===== src/rtl/clkoe_pkg.sv =====
package clkoe_pkg;

    localparam int NUM_PAIRS   = 10;
    localparam int LOW_PAIRS   = 8;
    localparam int HDR_BYTES   = 2;
    localparam int DATA_BYTES  = 2;
    localparam int IDX_W       = 3;
    localparam int BIT_CNT_W   = 4;
    localparam logic [6:0] SLAVE_ADDR = 7'b1101001;
    localparam logic [7:0] ADDR_WR    = {SLAVE_ADDR, 1'b0};

    localparam logic [IDX_W-1:0]     FIRST_DATA = IDX_W'(1 + HDR_BYTES);
    localparam logic [IDX_W-1:0]     IDX_MAX    = IDX_W'(1 + HDR_BYTES + DATA_BYTES);
    localparam logic [BIT_CNT_W-1:0] BYTE_DONE  = BIT_CNT_W'(8);

    typedef enum logic [1:0] {
        ST_IDLE,
        ST_RECV,
        ST_ACK,
        ST_SKIP
    } xfer_state_t;

    typedef struct packed {
        logic start;
        logic stop;
        logic scl_rise;
        logic scl_fall;
        logic sda;
    } bus_evt_t;

    typedef struct packed {
        logic       valid;
        logic       sel;
        logic [7:0] data;
    } reg_wr_t;

    function automatic logic [NUM_PAIRS-1:0] map_enables(input logic [7:0] lo_reg,
                                                          input logic [1:0] hi_bits);
        logic [NUM_PAIRS-1:0] res;
        for (int k = 0; k < LOW_PAIRS; k++) begin
            res[k] = lo_reg[LOW_PAIRS-1-k];
        end
        res[LOW_PAIRS]   = hi_bits[1];
        res[LOW_PAIRS+1] = hi_bits[0];
        return res;
    endfunction

endpackage


===== src/rtl/clkoe_bus_sampler.sv =====
module clkoe_bus_sampler
    import clkoe_pkg::*;
#(
    parameter int SYNC_STAGES = 2
) (
    input  logic     clk,
    input  logic     rst,
    input  logic     scl_in,
    input  logic     sda_in,
    output bus_evt_t evt
);
    logic [SYNC_STAGES-1:0] scl_sync;
    logic [SYNC_STAGES-1:0] sda_sync;
    logic scl_q;
    logic sda_q;
    logic scl_cur;
    logic sda_cur;

    always_ff @(posedge clk) begin
        if (rst) begin
            scl_sync <= '1;
            sda_sync <= '1;
            scl_q    <= 1'b1;
            sda_q    <= 1'b1;
        end else begin
            scl_sync <= {scl_sync[SYNC_STAGES-2:0], scl_in};
            sda_sync <= {sda_sync[SYNC_STAGES-2:0], sda_in};
            scl_q    <= scl_cur;
            sda_q    <= sda_cur;
        end
    end

    assign scl_cur = scl_sync[SYNC_STAGES-1];
    assign sda_cur = sda_sync[SYNC_STAGES-1];

    always_comb begin
        evt.start    = scl_cur & scl_q & sda_q & ~sda_cur;
        evt.stop     = scl_cur & scl_q & ~sda_q & sda_cur;
        evt.scl_rise = scl_cur & ~scl_q;
        evt.scl_fall = ~scl_cur & scl_q;
        evt.sda      = sda_cur;
    end

endmodule


===== src/rtl/clkoe_byte_engine.sv =====
module clkoe_byte_engine
    import clkoe_pkg::*;
(
    input  logic     clk,
    input  logic     rst,
    input  bus_evt_t evt,
    output logic     ack_drive,
    output reg_wr_t  wr
);
    xfer_state_t          state;
    logic [BIT_CNT_W-1:0] cnt;
    logic [IDX_W-1:0]     idx;
    logic [7:0]           shreg;

    always_ff @(posedge clk) begin
        if (rst) begin
            state <= ST_IDLE;
            cnt   <= '0;
            idx   <= '0;
            shreg <= '0;
            wr    <= '0;
        end else begin
            wr.valid <= 1'b0;
            if (evt.start) begin
                state <= ST_RECV;
                cnt   <= '0;
                idx   <= '0;
            end else if (evt.stop) begin
                state <= ST_IDLE;
            end else begin
                case (state)
                    ST_RECV: begin
                        if (evt.scl_rise && cnt < BYTE_DONE) begin
                            shreg <= {shreg[6:0], evt.sda};
                            cnt   <= cnt + 1'b1;
                        end else if (evt.scl_fall && cnt == BYTE_DONE) begin
                            if (idx == '0 && shreg != ADDR_WR) begin
                                state <= ST_SKIP;
                            end else begin
                                state <= ST_ACK;
                                if (idx >= FIRST_DATA && idx < IDX_MAX) begin
                                    wr.valid <= 1'b1;
                                    wr.sel   <= (idx != FIRST_DATA);
                                    wr.data  <= shreg;
                                end
                            end
                        end
                    end
                    ST_ACK: begin
                        if (evt.scl_fall) begin
                            state <= ST_RECV;
                            cnt   <= '0;
                            if (idx != IDX_MAX) idx <= idx + 1'b1;
                        end
                    end
                    default: ;
                endcase
            end
        end
    end

    assign ack_drive = (state == ST_ACK);

    p_nack_foreign_r3: assert property (@(posedge clk) disable iff (rst)
        (state == ST_RECV && evt.scl_fall && cnt == BYTE_DONE && idx == '0 &&
         shreg != ADDR_WR && !evt.start && !evt.stop) |=> !ack_drive);

    p_ack_release_r2: assert property (@(posedge clk) disable iff (rst)
        (ack_drive && evt.scl_fall && !evt.start && !evt.stop) |=> !ack_drive);

    p_ack_hold_r7: assert property (@(posedge clk) disable iff (rst)
        (ack_drive && !evt.scl_fall && !evt.start && !evt.stop) |=> ack_drive);

    p_stop_ends_r8: assert property (@(posedge clk) disable iff (rst)
        evt.stop |=> !ack_drive);

endmodule


===== src/rtl/clkoe_enable_regs.sv =====
module clkoe_enable_regs
    import clkoe_pkg::*;
(
    input  logic                 clk,
    input  logic                 rst,
    input  reg_wr_t              wr,
    output logic [NUM_PAIRS-1:0] pair_en
);
    logic [7:0] en_lo;
    logic [1:0] en_hi;

    always_ff @(posedge clk) begin
        if (rst) begin
            en_lo <= '1;
            en_hi <= '1;
        end else if (wr.valid) begin
            if (!wr.sel) en_lo <= wr.data;
            else         en_hi <= wr.data[7:6];
        end
    end

    assign pair_en = map_enables(en_lo, en_hi);

    p_lo_load_r5: assert property (@(posedge clk) disable iff (rst)
        (wr.valid && !wr.sel) |=> en_lo == $past(wr.data));

    p_hi_load_r6: assert property (@(posedge clk) disable iff (rst)
        (wr.valid && wr.sel) |=> en_hi == $past(wr.data[7:6]) && $stable(en_lo));

    p_hold_r4: assert property (@(posedge clk) disable iff (rst)
        !wr.valid |=> $stable(en_lo) && $stable(en_hi));

endmodule


===== src/rtl/clkoe_serial_slave.sv =====
module clkoe_serial_slave
    import clkoe_pkg::*;
(
    input  logic                 clk,
    input  logic                 rst,
    input  logic                 scl_in,
    input  logic                 sda_in,
    output logic                 sda_pull_low,
    output logic [NUM_PAIRS-1:0] pair_en,
    output logic [NUM_PAIRS-1:0] pair_hiz
);
    bus_evt_t evt;
    reg_wr_t  wr;

    clkoe_bus_sampler #(.SYNC_STAGES(2)) u_sampler (
        .clk    (clk),
        .rst    (rst),
        .scl_in (scl_in),
        .sda_in (sda_in),
        .evt    (evt)
    );

    clkoe_byte_engine u_engine (
        .clk       (clk),
        .rst       (rst),
        .evt       (evt),
        .ack_drive (sda_pull_low),
        .wr        (wr)
    );

    clkoe_enable_regs u_regs (
        .clk     (clk),
        .rst     (rst),
        .wr      (wr),
        .pair_en (pair_en)
    );

    assign pair_hiz = ~pair_en;

endmodule


===== config.mk =====
export PLATFORM = sky130hd
export DESIGN_NAME = clkoe_serial_slave
export DESIGN_NICKNAME = d
export VERILOG_FILES = /design/src/rtl/clkoe_pkg.sv /design/src/rtl/clkoe_bus_sampler.sv /design/src/rtl/clkoe_byte_engine.sv /design/src/rtl/clkoe_enable_regs.sv /design/src/rtl/clkoe_serial_slave.sv
export SDC_FILE = /design/constraint.sdc
export NUM_CORES = 1
export LEC_CHECK = 0
export CORE_ASPECT_RATIO = 1.4
export CORE_UTILIZATION = 50
export CTS_BUF_LIST = sky130_fd_sc_hd__clkbuf_4 sky130_fd_sc_hd__clkbuf_8
export DETAILED_ROUTE_END_ITERATION = 10
export PLACE_DENSITY = 0.83
export SLEW_MARGIN = 20
export SYNTH_ARGS = -nofsm -noshare
export SYNTH_HDL_FRONTEND = slang
export SYNTH_SLANG_ARGS = --single-unit
export TNS_END_PERCENT = 1

===== constraint.sdc =====
create_clock -name clk -period 2 [get_ports clk]
set_clock_uncertainty 0.1 [all_clocks]
set_input_delay 0.3 -clock clk [delete_from_list [all_inputs] [get_ports clk]]
set_output_delay 0.3 -clock clk [all_outputs]
set_load 0.01 [all_outputs]

Yosys cells after proc, flatten, opt, wreduce, memory -nomap -nowiden
Index checks and enable logic that the tools add are counted.
- memories kept: 0
- ROM bits: 0
- logic and storage cells: 80
- flip-flop bits (word level): 43
- latch bits: 0
- output and inout port bits: 21
- bits in writable memories: 0
- bits of input ports: 4
- mux-type cells: 11
- multiply operators: 0
- bitwise logic cells: 19
- div/mod/pow operators: 0
- reductions and logical operators: 18
- add/sub/neg operators: 2
- order comparisons: 3
- shifts and indexed selects: 0
- equal/unequal tests: 13
- operators by type and width (operator ; number):
    $reduce_and 4->1 ; 5
    $not 1->1 ; 11
    $mux 10 ; 1
    $not 10->10 ; 1
    $mux 4 ; 2
    $ne 8x8->1 const B ; 1
    $pmux 4 s2 ; 1
    $and 1x1->1 ; 7
    $reduce_and 7->1 ; 1
    $reduce_or 7->1 ; 1
    $mux 2 ; 3
    $ne 2x1->1 const B ; 3
    $add 4x1->4 const B ; 1
    $eq 4x4->1 const B ; 1
    $logic_and 1x1->1 ; 4
    $lt 4x4->1 const B ; 1
    $ne 4x1->1 const B ; 1
    $ne 4x3->1 const B ; 1
    $ne 4x4->1 const B ; 1
    $pmux 2 s2 ; 1
    $reduce_and 2->1 ; 2
    $reduce_bool 4->1 ; 1
    $add 3x1->3 const B ; 1
    $ge 3x2->1 const B ; 1
    11 further kinds ; 13

Depth between registers and ports, before layout
Gate-level depths: netlist of the first run.
- depth after elaboration: 8
- gate-level depth with buffers: 8
- gate-level depth less buffers: 7

By module
A second synthesis of the first run with hierarchy kept.
- cells, all modules: 202
- area total of the unflattened synthesis: 1946.9 um^2
- by module, submodules not included (module ; sequential area each (um^2) ; cells each ; area an instance (um^2) ; instances):
    clkoe_byte_engine ; 540.5 ; 133 ; 1311.3 ; 1
    clkoe_enable_regs ; 200.2 ; 42 ; 400.4 ; 1
    clkoe_bus_sampler ; 120.1 ; 17 ; 197.7 ; 1
    clkoe_serial_slave ; 0.0 ; 10 ; 37.5 ; 1

Worst setup path before layout of the first run
No wires, ideal clock.
- kind: reg-to-reg
- start: reg u_engine.idx[0]
- end: reg, netlist name u_engine.wr[0]
- cell stages (with the launch flop): 9
- buffers on the path: 1
- setup slack: 0.208 ns
- data arrival time: 1.564 ns
- clock period less this slack: 1.792 ns
- setup time: 0.128 ns
- required time: 1.772 ns
- cells stage by stage: dfxtp_1 > ha_1 > ha_1 > a211o_1 > nand2_1 > and4bb_1 > buf_6 > mux2i_1 > nor2_1
- cells in the longest elaborated chain, start to end: 4
- elaborated cells between the ends (all ways): 7
- those cells by class: order compare: 2; bitwise: 1; reduce/logical: 4
- ends and longest elaborated chain (element ; line ; text):
    from (decl) ; clkoe_byte_engine.sv:12 ; logic [IDX_W-1:0] idx;
    from (signal assigned) ; clkoe_byte_engine.sv:53 ; if (idx != IDX_MAX) idx <= idx + 1'b1;
    parallel branches: the longest is 3 deep, another holds $ge 3x2->1 ; n/a ;
    $reduce_and 7->1 (no source line) (*) ; n/a ;
Every way passes the cells marked *.
A chain may end at the register's enable or synchronous reset.

Worst setup path in the final report of the first run
- start: reg u_engine.state[0]
- end: out sda_pull_low
- cells in the longest elaborated chain, start to end: 1
- ends and longest elaborated chain (element ; line ; text):
    from (decl) ; clkoe_byte_engine.sv:10 ; xfer_state_t state;
    from (signal assigned) ; clkoe_byte_engine.sv:17 ; state <= ST_IDLE;
    from (signal assigned) ; clkoe_byte_engine.sv:25 ; state <= ST_RECV;
    from (signal assigned) ; clkoe_byte_engine.sv:29 ; state <= ST_IDLE;
    $eq 2x2->1 ; clkoe_byte_engine.sv:62 ; assign ack_drive = (state == ST_ACK);
    to (decl) ; clkoe_serial_slave.sv:8 ; output logic sda_pull_low,
Every way passes these cells.

==> flow_summary.toml, run 1 <==
[outcome]
outcome = "completed"

[place]
dp_hpwl_um = 2550
post-place-ws_ns = -0.07670
dpl_cell_area_um2 = 2151
io_port_bufs = 24
gp_routability_congestion = 0.7446

[logic_synthesis]
synth_cells = 201
synth_area_per_cell_um2 = 9.057
yosys_warnings = 0
ys_ff_latch = 43
syn_nets = 213
synthDominantAreaCellType = "dfxtp_1"
postSynth.asyncResetShare = 0
ys_dominant_reg_cell = "dfxtp_1"
synthesis.area_um2 = 1820
yosysTopAreaCellShare = 0.4729
ys_types = 35
cell_types_with_the_highest_counts_after_synthesis = "dfxtp_1 (43), nand2_1 (31), nor2_1 (20)"
most_numerous_cell_in_the_yosys_netlist = "dfxtp_1"
netlist_top_cells_area = "dfxtp_1 (47%), nand2_1 (6.4%), ha_1 (5.5%)"
synth_edf_count = 0
sequential_element_share_of_the_synthesized_area = 0.4729

[routing]
routedWlPerCell_um = 12.68
route.met3.wl_um = 140
firstDrtPassIters = 4
detailroute.wirelength.met2_um = 1884
drt_iter0_drc = 22
routed.top_layer = "met4"
drcViolationCount = 0
drt-met1-wl_um = 1355
vias_per_cell = 5.290
num_vias = 1460
postRouteAntennaNets = 0
postRouteWirelength_um = 3500

[worst_setup_path]
crit_chain = "inv_1, ha_4, clkdlybuf4s50_1"
worst_path_largest_cell_delay_ns = 0.55
worst-endpoint-required_ns = 1.60
critical_path_peak_fanout = 8
cp_data_arrival_time_ns = 1.50
rrSetupSlack_ns = 0.1
critPathKind = "register to output pin"
cp_slowest_cell = "clkdlybuf4s50_1"
setup.worst_path.end_class = "output pin"
cp-start-kind = "register"

[final_layout]
area_growth_syn_to_layout_pct = 25.22
final.fill_count = 297
drive_gt1_frac = 0.1483
antenna_cell_count = 0
utilization_of_the_core_after_routing = 0.6625
fin_nets = 247
finalInstanceArea_um2 = 2280

[sta]
max_clock_freq_mhz = 525.1
final_max_slew_viol_count = 0
timing.final.ws_setup_ns = 0.09575
transition_time_of_the_tightest_slew_check_pin_ns = 0.2806
final.period_utilization = 0.9521
slew_headroom = 0.8105
final-hold-violation-count = 0
final-setup-viol-count = 0
final_critical_path_time_including_i_o_delays_and_setup_ns = 1.904

[pwr]
power.switching_uw = 473.9
clock_group_share_of_total_power = 0.354
p_seq_frac = 0.478
power_report.internal_total_uw = 1419
comb_power_share = 0.168
vdd_ir_drop_max_mv = 0.8054
switching_share = 0.2503
cellPowerDensity_nw_per_um2 = 830.4
total_leakage_power_uw = 0.0009221

[clock_network]
cts_tree = "yes"
cts.path.max_buffers = 2
clk_latency_ns = 0.30
cts-htree-levels = 2
clk_transition_reported_paths_ns = 0.08
cts-buffers-inserted = 5
clk_root_buffer_cell = "clkbuf_8"
cts.sinks = 43
post_cts_hold_buffer_count = 0

[floorplanning]
design.die.area_um2 = 3890
die_x_um = 53.00
top_level_ports = 25
effective_utilization_at_floorplan = 0.5291
core-area_um2 = 3441
die_h_um = 73.40
core.rowCount = 25

[min_path]
worst_hold_path_class = "register to register"

[grt]
global_route.usage.total = 0.2176
antenna_found_initial = 0
maximum_number_of_pins_on_one_net_before_global_route_repair = 17
global_route_wire_length_before_repair_um = 6051
via_count_of_the_first_global_routing_pass = 1395
grt.overflow.total = 0

[flow_run]
maxCapViolations = 0
[logic make-up after synthesis]
group,after synthesis,share of synthesized area
buffers and inverters,27,0.06460
multiplexers,10,0.05773
AO/OA/AOI/OAI,33,0.1210
flip-flops,43,0.4729
adder cells (fa/ha/maj),8,0.05499
XOR/XNOR,2,0.009624
AND/OR/NAND/NOR,78,0.2192
[power groups by stage]
stage	sequential, µW	combinational (µW)	clock (µW)
finish	905	317	670
CTS	899	295	690
detailed placement	919	287	0
floorplan	914	215	0
global placement	916	281	0
global route	907	350	729
[worst max-delay path, delay by kind of cell (launching register included)]
kind       cells  cell delay [ns]
buf+inv        2             0.66
flops          1             0.34
fa+ha+maj      1             0.20
[what timing repair did]
item	in CTS	in global routing
setup endpoints to repair	10	9
setup buffers	0	0
pin swaps	0	0
resized for setup	2	2
[state kept, by name, indices dropped and copies added, names as in the netlist, 2 cells and up]
register	count
u_engine.shreg	8
u_engine.cnt	4
u_sampler.scl_sync	2
u_sampler.sda_sync	2
u_engine.state	2
u_regs.en_hi	2
u_engine.idx	3
u_engine.wr	10
u_regs.en_lo	8
[routing by layer]
layer	vias to the layer above	track usage
met5	-	0
met4	0	0.1111
met2	38	0.3910
li1	737	-
met3	13	0.06211
met1	672	0.2209
[worst paths after layout]
| kind | cells after the start | to | from |
|---|---|---|---|
| worst max register to register | 7 | u_engine.state[1]$_SDFFE_PP0P_ | u_engine.state[1]$_SDFFE_PP0P_ |
| worst min-delay path | 1 | u_sampler.scl_sync[1]$_SDFF_PP1_ | u_sampler.scl_sync[0]$_SDFF_PP1_ |
| worst min register to register | 1 | u_sampler.scl_sync[1]$_SDFF_PP1_ | u_sampler.scl_sync[0]$_SDFF_PP1_ |
| worst max-delay path | 3 | sda_pull_low | u_engine.state[0]$_SDFFE_PP0P_ |
[metrics by stage]
| step | instances | setup TNS [ns] | hold slack (ns) | total power [µW] |
|---|---|---|---|---|
| 6_report | 276 | 0 | 0.3160 | 1893 |
| 5_1_grt | 276 | -0.003803 | 0.3380 | 1985 |
| 2_1_floorplan | 201 | 0 | 0.2895 | 1129 |
| 4_1_cts | 276 | 0 | 0.3217 | 1884 |
| 3_5_place_dp | 268 | -0.4554 | 0.3022 | 1206 |
| 3_3_place_gp | 268 | 0 | 0.2925 | 1197 |
[layout by cell type, fill, tap and decap left out, types with 2 or more instances in the layout]
cell / n
a21oi_1: 13
a41oi_1: 3
buf_4: 12
clkbuf_8: 5
clkdlybuf4s50_1: 24
dfxtp_1: 43
ha_1: 7
inv_1: 18
mux2i_1: 9
nand2_1: 31
nand2b_1: 2
nand3_1: 4
nand3b_1: 2
nand4b_1: 2
nor2_1: 20
nor3_1: 2
o211ai_1: 8
o21ai_0: 3
or2_2: 7
[final cells by class]
type	count	area [µm²]	share of cell area
clock buffer	5	68.82	0.03019
sequential	43	860.8	0.3776
timing repair buffer	36	330.3	0.1449
multi-input combinational	131	858.3	0.3765
tap	40	50.05	0.02195
clock inverter	3	43.79	0.01921
inverter	18	67.56	0.02964
(Power assumes the default switching activity.)
==> run 2: changes to the inputs <==
- CORE_ASPECT_RATIO: 1.4 -> 2
- MAX_ROUTING_LAYER: unset -> met4
==> flow_summary.toml, run 2 (same netlist as run 1, synthesis figures left out) <==
[floorplanning]
top_level_ports = 25
core.rowCount = 30
core-area_um2 = 3416
die_x_um = 44.67
design.die.area_um2 = 3901
die_h_um = 87.34
effective_utilization_at_floorplan = 0.5330

[final_layout]
area_growth_syn_to_layout_pct = 25.70
final_common_cell = "dfxtp_1"
top_register = "u_engine.wr"
most-common-layout-cells = "dfxtp_1 (43), nand2_1 (31), clkdlybuf4s50_1 (24), nor2_1 (20), inv_1 (18)"
drive_gt1_frac = 0.1519
final.fill_count = 274
biggestRegsByFlops = "u_engine.wr: 10 flops, u_engine.shreg: 8 flops, u_regs.en_lo: 8 flops"
fin_nets = 249
largest_reg_flops = 10
stdcell_count = 285
utilization_of_the_core_after_routing = 0.6700
antenna_cell_count = 0

[grt]
global_route.usage.total = 0.2153
global_route_wire_length_before_repair_um = 5947
antenna_found_initial = 0
maximum_number_of_pins_on_one_net_before_global_route_repair = 17
grt.overflow.total = 0
via_count_of_the_first_global_routing_pass = 1402

[routing]
drt_iter0_drc = 30
postRouteWirelength_um = 3612
vias_per_cell = 5.137
drcViolationCount = 0
num_vias = 1464
routedWlPerCell_um = 12.67
firstDrtPassIters = 4
postRouteAntennaNets = 0

[worst_setup_path]
cp_data_arrival_time_ns = 2.02
critical_path_peak_fanout = 5
critPathKind = "register to register"
rr_worst_depth = 6
setup.worst_path.end_class = "register"
worst-endpoint-required_ns = 2.09
cp-start-kind = "register"

[clock_network]
cts.sinks = 43
cts_tree = "yes"
clk_latency_ns = 0.29
clk_root_buffer_cell = "clkbuf_8"
cts.path.max_buffers = 2
cts-buffers-inserted = 5
clk_transition_reported_paths_ns = 0.07
cts-htree-levels = 2

[sta]
transition_time_of_the_tightest_slew_check_pin_ns = 0.2750
final_critical_path_time_including_i_o_delays_and_setup_ns = 1.928
final-setup-viol-count = 0
final-hold-violation-count = 0
totalNegativeSetupSlack_ns = 0
slew_headroom = 0.8167
grt_setup_unrepaired = "false"
max_clock_freq_mhz = 518.8
final.period_utilization = 0.9638
timing.final.ws_setup_ns = 0.07245
final_max_slew_viol_count = 0

[place]
post-place-ws_ns = -0.04742
place_inst = 278
gp_routability_congestion = 0.9013
io_port_bufs = 24
dp_hpwl_um = 2750

[pwr]
total_leakage_power_uw = 0.0009268
overall_power_of_the_completed_layout_uw = 1870
vdd_ir_drop_max_mv = 0.5819
cellPowerDensity_nw_per_um2 = 817.1

[min_path]
holdPathStages = 1
worst_hold_path_class = "register to register"

[outcome]
outcome = "completed"

[flow_run]
maxCapViolations = 0
[run 2: worst paths after layout]
| kind | startpoint | to | slack (ns) |
|---|---|---|---|
| hold reg to reg | u_sampler.sda_sync[0]$_SDFF_PP1_ | u_sampler.sda_sync[1]$_SDFF_PP1_ | 0.31 |
| setup reg to reg | u_engine.state[0]$_SDFFE_PP0P_ | u_engine.state[1]$_SDFFE_PP0P_ | 0.07 |
| hold / removal | u_sampler.sda_sync[0]$_SDFF_PP1_ | u_sampler.sda_sync[1]$_SDFF_PP1_ | 0.31 |
| setup / recovery | u_engine.state[0]$_SDFFE_PP0P_ | u_engine.state[1]$_SDFFE_PP0P_ | 0.07 |
[run 2: critical path: stages, from the launching register on]
cell and delay (ns):
dfxtp_1 0.42, ha_2 0.27, and4bb_1 0.29, nor2_4 0.04, o21ai_2 0.11, mux2_4 0.32, a311oi_1 0.28
[run 2: metal layers]
| metal | up-vias | track usage | part of all wire | wire length, µm |
|---|---|---|---|---|
| met3 | 13 | 0.04357 | 0.029 | 106 |
| met1 | 672 | 0.1893 | 0.36 | 1289 |
| li1 | 740 | - | - | - |
| met5 | - | - | 0 | 0 |
| met2 | 39 | 0.3971 | 0.57 | 2059 |
| met4 | 0 | 0.1240 | 0.043 | 157 |
[run 2: cell type report]
cell class                 count  area [µm²]  area share
inverter                      18       67.56     0.02952
clock buffer                   6       76.32     0.03335
clock inverter                 1       30.03     0.01312
multi-input combinational    131       848.3      0.3707
tap                           48       60.06     0.02624
timing repair buffer          38       345.3      0.1509
sequential                    43       860.8      0.3762
[run 2: where the power goes]
group	leakage, µW	internal (µW)	switching, µW
logic	0.000524	155	158
clock network	0.0000547	379	276
registers	0.000348	881	20.8
total	0.000927	1420	455
[run 2: metrics by stage]
stage | hold slack (ns) | instance area [µm²]
after floorplan | 0.2895 | 1821
after global placement | 0.2916 | 2176
after detailed placement | 0.2931 | 2176
after CTS | 0.3150 | 2282
after global routing | 0.3283 | 2288
final | 0.3108 | 2288
[run 2: timing repair]
action                     4_1_cts  5_1_grt
hold buffers                     0        0
gates resized for setup          1        2
setup endpoints to repair        9        6
setup buffers                    0        0
